File: config.mk
export PLATFORM = sky130hd
export DESIGN_NAME = line_readout_seq
export DESIGN_NICKNAME = d
export VERILOG_FILES = /design/src/rtl/lrs_pkg.sv /design/src/rtl/lrs_scan_ctrl.sv /design/src/rtl/lrs_sel_decode.sv /design/src/rtl/lrs_integ_ctrl.sv /design/src/rtl/line_readout_seq.sv
export SDC_FILE = /design/constraint.sdc
export NUM_CORES = 1
export LEC_CHECK = 0
export ABC_AREA = 1
export BUFFER_PORTS_ARGS = -buffer_cell sky130_fd_sc_hd__buf_2
export CORE_MARGIN = 3
export CORE_UTILIZATION = 40
export DETAILED_ROUTE_END_ITERATION = 10
export PLACE_DENSITY = 0.7
export SLEW_MARGIN = 20
export SYNTH_ARGS = -nofsm -noshare
export SYNTH_HDL_FRONTEND = slang
export SYNTH_SLANG_ARGS = --single-unit
File: constraint.sdc
create_clock -name clk -period 2.2 [get_ports clk]
set_clock_uncertainty 0.1 [all_clocks]
set_input_delay 0.22 -clock clk [delete_from_list [all_inputs] [get_ports clk]]
set_output_delay 0.22 -clock clk [all_outputs]
set_load 0.02 [all_outputs]
File: src/rtl/lrs_pkg.sv
package lrs_pkg;
  typedef enum logic [1:0] {
    PH_IDLE = 2'd0,
    PH_RUN  = 2'd1,
    PH_OVER = 2'd2
  } phase_e;

  localparam int unsigned NPIX_DEF = 32;
endpackage

File: src/rtl/lrs_scan_ctrl.sv
module lrs_scan_ctrl
  import lrs_pkg::*;
#(
  parameter int unsigned NPIX = NPIX_DEF
) (
  input  logic                      clk,
  input  logic                      rst_n,
  input  logic                      start_i,
  output phase_e                    phase_o,
  output logic [$clog2(NPIX)-1:0]   idx_o,
  output logic                      hold_main_o,
  output logic                      hold_last_o,
  output logic                      clr_req_o
);
  localparam int unsigned IW = $clog2(NPIX);
  localparam logic [IW-1:0] LAST = IW'(NPIX - 1);
  localparam logic [IW-1:0] PENU = IW'(NPIX - 2);

  phase_e        phase_q, phase_d;
  logic [IW-1:0] idx_q, idx_d;
  logic          hm_q, hm_d;
  logic          hl_q;
  logic          fresh_q, fresh_d;
  logic          mid_run;
  logic          step_en;

  // a readout is "in the middle" while pixels 1..N-1 are selected
  assign mid_run = (phase_q == PH_RUN) && (idx_q != LAST);
  assign step_en = start_i || (phase_q == PH_RUN);

  always_comb begin
    phase_d = phase_q;
    idx_d   = idx_q;
    hm_d    = hm_q;
    fresh_d = fresh_q;
    if (start_i) begin
      phase_d = PH_RUN;
      idx_d   = '0;
      if (mid_run) begin
        fresh_d = 1'b0;          // rewind only, held values kept
      end else begin
        fresh_d = 1'b1;
        hm_d    = 1'b1;          // freeze pixels 1..N-1
      end
    end else if (phase_q == PH_RUN) begin
      if (idx_q == LAST) begin
        phase_d = PH_OVER;       // park on pixel 1, tracking
        idx_d   = '0;
      end else begin
        idx_d = idx_q + IW'(1);
      end
      if (idx_q == PENU) begin
        hm_d = 1'b0;             // back to sample mode
      end
    end
  end

  always_ff @(posedge clk or negedge rst_n) begin
    if (!rst_n) begin
      phase_q <= PH_IDLE;
      idx_q   <= '0;
      hm_q    <= 1'b0;
      fresh_q <= 1'b0;
    end else if (step_en) begin
      phase_q <= phase_d;
      idx_q   <= idx_d;
      hm_q    <= hm_d;
      fresh_q <= fresh_d;
    end
  end

  // last pixel hold lags the shared hold by one clock
  always_ff @(posedge clk or negedge rst_n) begin
    if (!rst_n) begin
      hl_q <= 1'b0;
    end else begin
      hl_q <= hm_q;
    end
  end

  assign phase_o     = phase_q;
  assign idx_o       = idx_q;
  assign hold_main_o = hm_q;
  assign hold_last_o = hl_q;
  assign clr_req_o   = fresh_q && (phase_q == PH_RUN) && (idx_q == IW'(1));
endmodule

File: src/rtl/lrs_sel_decode.sv
module lrs_sel_decode
  import lrs_pkg::*;
#(
  parameter int unsigned NPIX = NPIX_DEF
) (
  input  phase_e                    phase_i,
  input  logic [$clog2(NPIX)-1:0]   idx_i,
  output logic [NPIX-1:0]           sel_o
);
  localparam int unsigned IW = $clog2(NPIX);

  for (genvar g = 0; g < NPIX; g++) begin : g_bit
    if (g == 0) begin : g_first
      assign sel_o[g] = ((phase_i == PH_RUN) && (idx_i == IW'(g))) ||
                        (phase_i == PH_OVER);
    end else begin : g_rest
      assign sel_o[g] = (phase_i == PH_RUN) && (idx_i == IW'(g));
    end
  end
endmodule

File: src/rtl/lrs_integ_ctrl.sv
module lrs_integ_ctrl (
  input  logic clk,
  input  logic rst_n,
  input  logic clr_req_i,
  input  logic shutter_i,
  output logic clr_n_o,
  output logic integ_en_o
);
  logic por_q;
  logic en_q;
  logic clr_n_q;
  logic clr_n_d;

  // power-up clear request, dropped on the first rising edge
  always_ff @(posedge clk or negedge rst_n) begin
    if (!rst_n) begin
      por_q <= 1'b1;
    end else if (por_q) begin
      por_q <= 1'b0;
    end
  end

  always_ff @(posedge clk or negedge rst_n) begin
    if (!rst_n) begin
      en_q <= 1'b0;
    end else begin
      en_q <= ~shutter_i;
    end
  end

  assign clr_n_d = ~(por_q | clr_req_i);

  // clear line moves on falling edges only
  always_ff @(negedge clk or negedge rst_n) begin
    if (!rst_n) begin
      clr_n_q <= 1'b0;
    end else begin
      clr_n_q <= clr_n_d;
    end
  end

  assign clr_n_o    = clr_n_q;
  assign integ_en_o = en_q;
endmodule

File: src/rtl/line_readout_seq.sv
module line_readout_seq
  import lrs_pkg::*;
#(
  parameter int unsigned NPIX = NPIX_DEF
) (
  input  logic            clk,
  input  logic            rst_n,
  input  logic            start_i,
  input  logic            shutter_i,
  output logic [NPIX-1:0] pix_sel_o,
  output logic            hold_main_o,
  output logic            hold_last_o,
  output logic            integ_clr_n_o,
  output logic            integ_en_o
);
  localparam int unsigned IW = $clog2(NPIX);

  phase_e        phase_q;
  logic [IW-1:0] idx_q;
  logic          clr_req;

  lrs_scan_ctrl #(.NPIX(NPIX)) u_scan (
    .clk         (clk),
    .rst_n       (rst_n),
    .start_i     (start_i),
    .phase_o     (phase_q),
    .idx_o       (idx_q),
    .hold_main_o (hold_main_o),
    .hold_last_o (hold_last_o),
    .clr_req_o   (clr_req)
  );

  lrs_sel_decode #(.NPIX(NPIX)) u_sel (
    .phase_i (phase_q),
    .idx_i   (idx_q),
    .sel_o   (pix_sel_o)
  );

  lrs_integ_ctrl u_integ (
    .clk        (clk),
    .rst_n      (rst_n),
    .clr_req_i  (clr_req),
    .shutter_i  (shutter_i),
    .clr_n_o    (integ_clr_n_o),
    .integ_en_o (integ_en_o)
  );
endmodule

Yosys cells after proc, flatten, opt, wreduce, memory -nomap -nowiden

Cells that the tools add are included.

Input bits: 4
Word-level logic and storage cells: 103
Register bits: 13

Bitwise operators: 3
Eq/ne operators: 35
Multiplexer cells: 11
$add $sub $neg: 1
Reductions and logical operators: 45

Operator list:

| cell                  | number |
|---|---|
| $eq A5 B5 Y1 const B  | 16 |
| $eq A5 B4 Y1 const B  | 8 |
| $logic_and A1 B1 Y1   | 35 |
| $eq A5 B3 Y1 const B  | 4 |
| $mux W5               | 3 |
| $eq A5 B2 Y1 const B  | 2 |
| $mux W2               | 3 |
| $reduce_bool A2 Y1    | 3 |
| $add A5 B1 Y5 const B | 1 |
| $eq A5 B1 Y1 const B  | 1 |
| $logic_not A5 Y1      | 1 |
| $mux W1               | 5 |
| $ne A5 B5 Y1 const B  | 1 |
| $reduce_and A2 Y1     | 2 |
| $reduce_and A4 Y1     | 1 |
| $reduce_and A3 Y1     | 1 |
| $eq A2 B1 Y1 const B  | 1 |
| $eq A2 B2 Y1 const B  | 1 |
| $logic_or A1 B1 Y1    | 2 |
| $ne A2 B2 Y1 const B  | 1 |
| $not A1 Y1            | 2 |
| $or A1 B1 Y1          | 1 |

Logic depth before layout (Yosys ltp)

Gate-level depths: netlist (run 1).

Depth in word-level cells: 5
Mapped depth: 10
Mapped depth without buffers: 10

Hierarchy

From an unflattened synthesis (run 1), not the netlist that was laid out.

Cells, all modules: 137
Area total of the unflattened synthesis: 888.4 um^2

Modules (own cells, without submodules):

| module         | instances | cells an instance | area an instance (um^2) |
|---|---|---|---|
| lrs_scan_ctrl  | 1         | 58                | 510.5 |
| lrs_sel_decode | 1         | 73                | 290.3 |
| lrs_integ_ctrl | 1         | 6                 | 87.6 |

==> results of run 1 <==
cell families after synthesis:
family / after synthesis / synth area share [%]
flops: 13 / 37.0
fa+ha+maj: 6 / 8.51
buf+inv: 22 / 12.8
compound gates: 8 / 4.82
simple gates: 77 / 36.5
other cells: 1 / 0.425
final timing paths:
check | from | endpoint | slack [ns]
setup / recovery | u_integ.clr_n_o | integ_clr_n_o | -0.02
hold / removal | start_i | u_scan.phase_o[1] | 0.06
setup reg to reg | u_scan.idx_o[1] | u_integ.clr_n_o | 0.05
hold reg to reg | u_scan.hold_main_o | u_scan.hold_last_o | 0.30
max in group asynchronous | rst_n | u_integ.clr_n_o | 0.51
min in group asynchronous | rst_n | u_scan.idx_o[4] | 0.25
metrics by stage:
| step | setup slack (ns) | hold slack [ns] | TNS (ns) | cells |
|---|---|---|---|---|
| finish | -0.0237 | 0.0605 | -0.0237 | 207 |
| global route | -0.0388 | 0.0529 | -0.0664 | 207 |
| floorplan | 0.0211 | -0.176 | 0 | 127 |
| CTS | -0.0324 | 0.0545 | -0.0324 | 203 |
| global placement | 0.0785 | 0.0153 | 0 | 197 |
| detailed placement | 0.0419 | 0.0228 | 0 | 197 |
cell usage after synthesis:
cell type	number
o22ai_1	2
nand2_1	20
o21ai_0	5
a21oi_1	1
dfstp_2	1
nor2_2	1
ha_1	6
inv_2	1
nand2_2	2
nand3_1	12
nand4_1	1
nor2_4	1
buf_6	4
nor2_1	40
conb_1	1
inv_1	17
dfrtp_1	11
dfrtn_1	1
metal layers:
layer | part of all wire [%] | global-route usage (%) | vias to the layer above
met5 | 0 | 0 | -
met3 | 5.9 | 2.82 | 2
met1 | 37 | 22.5 | 463
met2 | 56 | 34.5 | 29
met4 | 0.17 | 2.98 | 0
li1 | - | - | 491
sequential cells by signal (all words and copies together) (netlist names):
register	count
u_integ.clr_n_o	1
u_integ.integ_en_o	1
u_integ.por_q	1
u_scan.fresh_q	1
u_scan.hold_last_o	1
u_scan.hold_main_o	1
u_scan.idx_o	5
u_scan.phase_o	2
layout make-up:
type                            instances  share of cell area, %
Multi-Input combinational cell         92                   39.0
Sequential cell                        13                   25.9
Timing Repair Buffer                   53                   24.9
Inverter                               18                   5.35
Tap cell                               27                   2.68
Clock buffer                            3                   1.78
Clock inverter                          1                  0.396
power breakdown:
part           leakage [nW]  switching, mW  internal, mW
Clock                0.0177         0.0782        0.0673
Sequential            0.155        0.00519         0.247
Combinational         0.533         0.0707        0.0509
timing repair:
action                                 CTS  global route
setup buffers                            0             4
gates resized for setup                  3             9
hold buffers                             2             0
setup endpoints to repair                2             6
pin swaps                                0             2
endpoints found under the hold margin   13             0
==> flow_summary.yaml, run 1 <==
die:
  io_pins: 40
  rows: 16
  core_area_mm2: 0.00202
  die_y_um: 53.0
  die_x_um: 53.0
  start_util_pct: 43.6
  die_area_mm2: 0.00280
pwr:
  total_power_mw: 0.519
  power.leakage_nw: 0.706
  powerDensity_mw_per_mm2: 411
  peakVddDrop_mv: 0.417
clock_network:
  h-tree-depth: 1
  clkSlewWorstSetupHoldPaths_ns: 0.08
  clockBufferDepth: 2
  cts_tree: "done"
  numCtsBuffers: 3
  root_buffer: "clkbuf_4"
  cts_sinks: 13
  clk_latency_ns: 0.27
worst_setup_path:
  rr_worst_depth: 5
  crit_required_ns: 1.88
  path_buf_inv: 1
  critPathCaptureType: "primary output"
  crit_path_cell_trace: "buf_6"
  cp-start-kind: "flip-flop"
  critPathTopFamily: "flip-flops"
  cp_num_cells: 1
  worst_path_largest_cell_delay_ns: 0.41
  slowest_stage: "dfrtn_1"
  crit_type: "reg2out"
  worstPathArrival_ns: 1.90
  path_max_fanout: 1
outcome:
  violations: "setup timing"
  outcome: "complete, but fails checks"
grt:
  grt_overflow: 0
  grt_max_degree: 16
  grt_usage_pct: 18.5
  grt_pass1_vias: 890
  grt_pass1_wl_um: 3880
  grt_antenna_before_repair: 0
cells_and_area:
  layout_common_cells: "buf_2 (37), nor2_1 (36), nand2_1 (18)"
  postLayoutCellArea_mm2: 0.00126
  post-route-util_pct: 62.4
  fillCellCount: 183
  layout-drive-gt1-share_pct: 40.0
  ff_latch_area_um2: 327
  area_growth_pct: 43.1
  insertedDiodeCount: 0
  layout_commonest_cell: "buf_2"
  nNetsFinal: 191
  multiInputGateArea_um2: 493
flow_run:
  maxCapViolations: 0
min_path:
  min-delay-path-class: "in2reg"
  hold_depth: 2
sta:
  slew_violations: 0
  grt_setup_unrepaired: "yes"
  finalHoldViolCount: 0
  post-route-worst-setup-slack_ns: -0.0237
  setup_viol: 1
synth:
  yosys-top-cells-area: "dfrtp_1 (31%), nor2_1 (17%), ha_1 (8.5%)"
  synth.distinct_cells: 18
  postSynthAreaPerCell_um2: 6.95
  yosysTopAreaCellShare_pct: 31.2
  netlist_instances: 127
  yosysSeqAreaShare_pct: 37.0
  synth_fp_nets: 137
  ys_ff_latch: 13
  synth.cell_area_um2: 882
  synth_top_cell_by_area: "dfrtp_1"
  yosysWarnings: 0
placed_design:
  port_buffers: 39
  routabilityCongestion: 0.816
  place_hpwl_um: 1880
  placed_cell_area_mm2: 0.00115
drt:
  viasPerCell: 4.76
  drc: 0
  first_pass_iters: 4
  drt_first_iter_violations: 28
  wl_um: 2340
  wl_per_cell_um: 11.3
  ant_nets: 0
  dr_total_vias: 985
Note: power is estimated with default switching activity, not from simulation.
==> run 2, diff against run 1 <==
--- a/config.mk
+++ b/config.mk
@@ -11,6 +11,7 @@
 export CORE_UTILIZATION = 40
 export DETAILED_ROUTE_END_ITERATION = 10
 export PLACE_DENSITY = 0.7
+export SKIP_CTS_REPAIR_TIMING = 1
 export SLEW_MARGIN = 20
 export SYNTH_ARGS = -nofsm -noshare
 export SYNTH_HDL_FRONTEND = slang
==> flow_summary.yaml, run 2 (synthesis results as in run 1) <==
grt:
  grt_pass1_wl_um: 3820
  grt_usage_pct: 18.2
  gr-usage-met2_pct: 34.1
  grt_antenna_before_repair: 0
  grt_pass1_vias: 881
  busiest_layer: "met2"
  grt_max_degree: 16
  grtUsageMet1_pct: 22.0
  use_met3_pct: 2.82
  grt_overflow: 0
die:
  start_util_pct: 43.6
  die_y_um: 53.0
  die_area_mm2: 0.00280
  io_pins: 40
  die_x_um: 53.0
  core_area_mm2: 0.00202
  rows: 16
worst_setup_path:
  crit_required_ns: 1.88
  critPathCaptureType: "primary output"
  cp_num_cells: 1
  critPathTopFamily: "flip-flops"
  path_max_fanout: 1
  slowest_stage: "dfrtn_1"
  crit_path_cell_trace: "buf_6"
  crit_type: "reg2out"
  worstPathArrival_ns: 1.90
  rr_worst_depth: 5
  cp-start-kind: "flip-flop"
  worst_path_largest_cell_delay_ns: 0.41
  path_buf_inv: 1
cells_and_area:
  layout_commonest_cell: "buf_2"
  fillCellCount: 183
  insertedDiodeCount: 0
  post-route-util_pct: 62.4
  area_growth_pct: 43.1
  largest_reg_flops: 5
  layout-drive-gt1-share_pct: 40.0
  layout_common_cells: "buf_2 (37), nor2_1 (36), nand2_1 (18)"
  nNetsFinal: 191
sta:
  slew_violations: 0
  setup_viol: 1
  grt_setup_unrepaired: "yes"
  finalHoldViolCount: 0
  post-route-worst-setup-slack_ns: -0.0228
  tns_ns: -0.0228
drt:
  ant_nets: 0
  wl_per_cell_um: 11.3
  drc: 0
  first_pass_iters: 4
  dr_total_vias: 969
  drt_first_iter_violations: 24
  viasPerCell: 4.68
  wl_um: 2340
min_path:
  hold_depth: 2
  min-delay-path-class: "in2reg"
pwr:
  power.leakage_nw: 0.706
  p_int_mw: 0.365
  p_sw_mw: 0.154
  p_sw_share_pct: 29.7
  powerDensity_mw_per_mm2: 411
  p_clk_share_pct: 27.9
  combPwrFrac_pct: 23.5
  peakVddDrop_mv: 0.417
  seq_power_share_pct: 48.6
  total_power_mw: 0.519
placed_design:
  place_hpwl_um: 1880
  place_worst_setup_slack_ns: 0.0419
  routabilityCongestion: 0.816
  port_buffers: 39
clock_network:
  cts_sinks: 13
  root_buffer: "clkbuf_4"
  clk_latency_ns: 0.27
  h-tree-depth: 1
  cts_tree: "done"
  numCtsBuffers: 3
  clockBufferDepth: 2
  clkSlewWorstSetupHoldPaths_ns: 0.08
outcome:
  outcome: "complete, but fails checks"
  violations: "setup timing"
flow_run:
  maxCapViolations: 0
## run 2: stage by stage
step | hold WS, ns | cells | area, µm²
final | 0.0609 | 207 | 1260
after CTS | -0.278 | 201 | 1180
after detailed placement | 0.0228 | 197 | 1150
after floorplan | -0.176 | 127 | 905
after global routing | 0.0529 | 207 | 1260
after global placement | 0.0153 | 197 | 1150
## run 2: worst paths after layout
kind,endpoint,from,slack [ns]
min in group asynchronous,u_scan.idx_o[4],rst_n,0.25
max,integ_clr_n_o,u_integ.clr_n_o,-0.02
max in group asynchronous,u_integ.clr_n_o,rst_n,0.50
min,u_scan.phase_o[1],start_i,0.06
min reg2reg,u_scan.hold_last_o,u_scan.hold_main_o,0.30
max reg2reg,u_integ.clr_n_o,u_scan.idx_o[1],0.05
## run 2: cell type report
class / instances / area [µm²] / area share [%]
Clock buffer: 3 / 22.5 / 1.78
Clock inverter: 1 / 5.00 / 0.396
Inverter: 18 / 67.6 / 5.35
Multi-Input combinational cell: 92 / 493 / 39.0
Sequential cell: 13 / 327 / 25.9
Tap cell: 27 / 33.8 / 2.68
Timing Repair Buffer: 53 / 314 / 24.9
## run 2: power by group through the flow
stage	Combinational [mW]	Clock (mW)	Sequential (mW)
2_1_floorplan	0.0580	0	0.260
3_3_place_gp	0.102	0	0.256
3_5_place_dp	0.104	0	0.257
4_1_cts	0.104	0.151	0.252
5_1_grt	0.134	0.167	0.253
6_report	0.122	0.145	0.252
## run 2: routing by layer
metal	up-vias	part of all wire (%)
li1	492	-
met1	463	40
met2	14	57
met3	0	3.4
met4	0	0
met5	-	0
==> run 3, diff against run 2 <==
==> constraint.sdc (replaced) <==
create_clock -name clk -period 2.8 [get_ports clk]
set_clock_uncertainty 0.1 [all_clocks]
set_input_delay 0.28 -clock clk [delete_from_list [all_inputs] [get_ports clk]]
set_output_delay 0.28 -clock clk [all_outputs]
set_load 0.02 [all_outputs]
==> flow_summary.yaml, run 3 (synthesis results as in run 1) <==
pwr:
  p_sw_mw: 0.112
  seq_power_share_pct: 51.9
  power.leakage_nw: 0.646
  p_int_mw: 0.272
  p_clk_share_pct: 30.1
  p_sw_share_pct: 29.0
  powerDensity_mw_per_mm2: 343
  peakVddDrop_mv: 0.391
  combPwrFrac_pct: 18.0
outcome:
  outcome: "completed"
drt:
  met3_wirelength_um: 161
  wl_per_cell_um: 11.6
  viasPerCell: 4.85
  topRoutingLayerUsed: "met4"
  ant_nets: 0
  drc: 0
  wl_met2_um: 1090
  drt_first_iter_violations: 31
  dr_total_vias: 950
  first_pass_iters: 4
  wl_met1_um: 1010
  wl_um: 2270
cells_and_area:
  post-route-util_pct: 55.4
  layout_commonest_cell: "nor2_1"
  fillCellCount: 206
  largest_reg_flops: 5
  layout-drive-gt1-share_pct: 30.2
  area_growth_pct: 26.9
  insertedDiodeCount: 0
  postLayoutCellArea_mm2: 0.00112
  layout_common_cells: "nor2_1 (40), buf_2 (39), nand2_1 (20)"
  nNetsFinal: 180
  fin_cells: 196
clock_network:
  clockBufferDepth: 2
  cts_sinks: 13
  clk_latency_ns: 0.28
  clkSlewWorstSetupHoldPaths_ns: 0.08
  h-tree-depth: 1
  cts_tree: "done"
  numCtsBuffers: 3
  root_buffer: "clkbuf_4"
sta:
  setup_viol: 0
  finalHoldViolCount: 0
  grt_setup_unrepaired: "no"
  slew_violations: 0
  tns_ns: 0
die:
  rows: 16
  die_y_um: 53.0
  die_x_um: 53.0
  start_util_pct: 43.6
  io_pins: 40
  die_area_mm2: 0.00280
  core_area_mm2: 0.00202
grt:
  grt_pass1_vias: 856
  grt_antenna_before_repair: 0
  grt_overflow: 0
  grt_max_degree: 16
  grt_usage_pct: 18.3
  grt_pass1_wl_um: 3840
worst_setup_path:
  cp-start-kind: "flip-flop"
  crit_required_ns: 1.42
  path_max_fanout: 5
  crit_type: "reg2reg"
  critPathCaptureType: "flip-flop"
  worstPathArrival_ns: 1.34
flow_run:
  maxCapViolations: 0
min_path:
  min-delay-path-class: "in2reg"
placed_design:
  placedCellCount: 191
  placed_cell_area_mm2: 0.00108
  routabilityCongestion: 0.880
  place_hpwl_um: 1780
  port_buffers: 39
[run 3: final timing paths]
path / startpoint / depth (start not counted) / end / slack, ns
min reg2reg: u_scan.hold_main_o / 0 / u_scan.hold_last_o / 0.31
max in group asynchronous: rst_n / 2 / u_integ.clr_n_o / 0.75
max: u_scan.idx_o[1] / 5 / u_integ.clr_n_o / 0.08
max reg2reg: u_scan.idx_o[1] / 5 / u_integ.clr_n_o / 0.08
min in group asynchronous: rst_n / 2 / u_scan.idx_o[0] / 0.31
min: shutter_i / 2 / u_integ.integ_en_o / 0.03
[run 3: worst max-delay path, stage by stage, from the launching register on]
cell and delay, ns:
dfrtp_1 0.44, inv_1 0.12, ha_2 0.22, nand2_1 0.11, nor2_1 0.10, a21oi_1 0.08
[run 3: layer usage]
metal | global-route usage (%) | vias up
met5 | 0 | -
met4 | 1.28 | 0
met3 | 4.79 | 2
met2 | 30.8 | 30
met1 | 24.3 | 448
li1 | - | 470
[run 3: through the flow]
| step | total power [mW] | hold WS (ns) | worst slack (ns) |
|---|---|---|---|
| 4_1_cts | 0.383 | -0.219 | 0.0813 |
| 6_report | 0.384 | 0.0320 | 0.0802 |
| 2_1_floorplan | 0.246 | -0.116 | 0.220 |
| 3_3_place_gp | 0.269 | 0.0798 | 0.170 |
| 3_5_place_dp | 0.270 | 0.0800 | 0.0979 |
| 5_1_grt | 0.404 | 0.0432 | 0.0123 |
[run 3: power groups by stage]
| stage | clock (mW) | combinational [mW] | sequential, mW |
|---|---|---|---|
| after floorplan | 0 | 0.0421 | 0.203 |
| after global placement | 0 | 0.0663 | 0.202 |
| after detailed placement | 0 | 0.0672 | 0.203 |
| after CTS | 0.116 | 0.0676 | 0.199 |
| after global routing | 0.126 | 0.0777 | 0.200 |
| final | 0.116 | 0.0691 | 0.199 |
[run 3: layout make-up]
type / instances / area (µm²) / share of cell area (%)
Sequential cell: 13 / 327 / 29.2
Multi-Input combinational cell: 92 / 445 / 39.8
Clock buffer: 4 / 26.3 / 2.35
Timing Repair Buffer: 42 / 220 / 19.7
Inverter: 18 / 67.6 / 6.03
Tap cell: 27 / 33.8 / 3.02
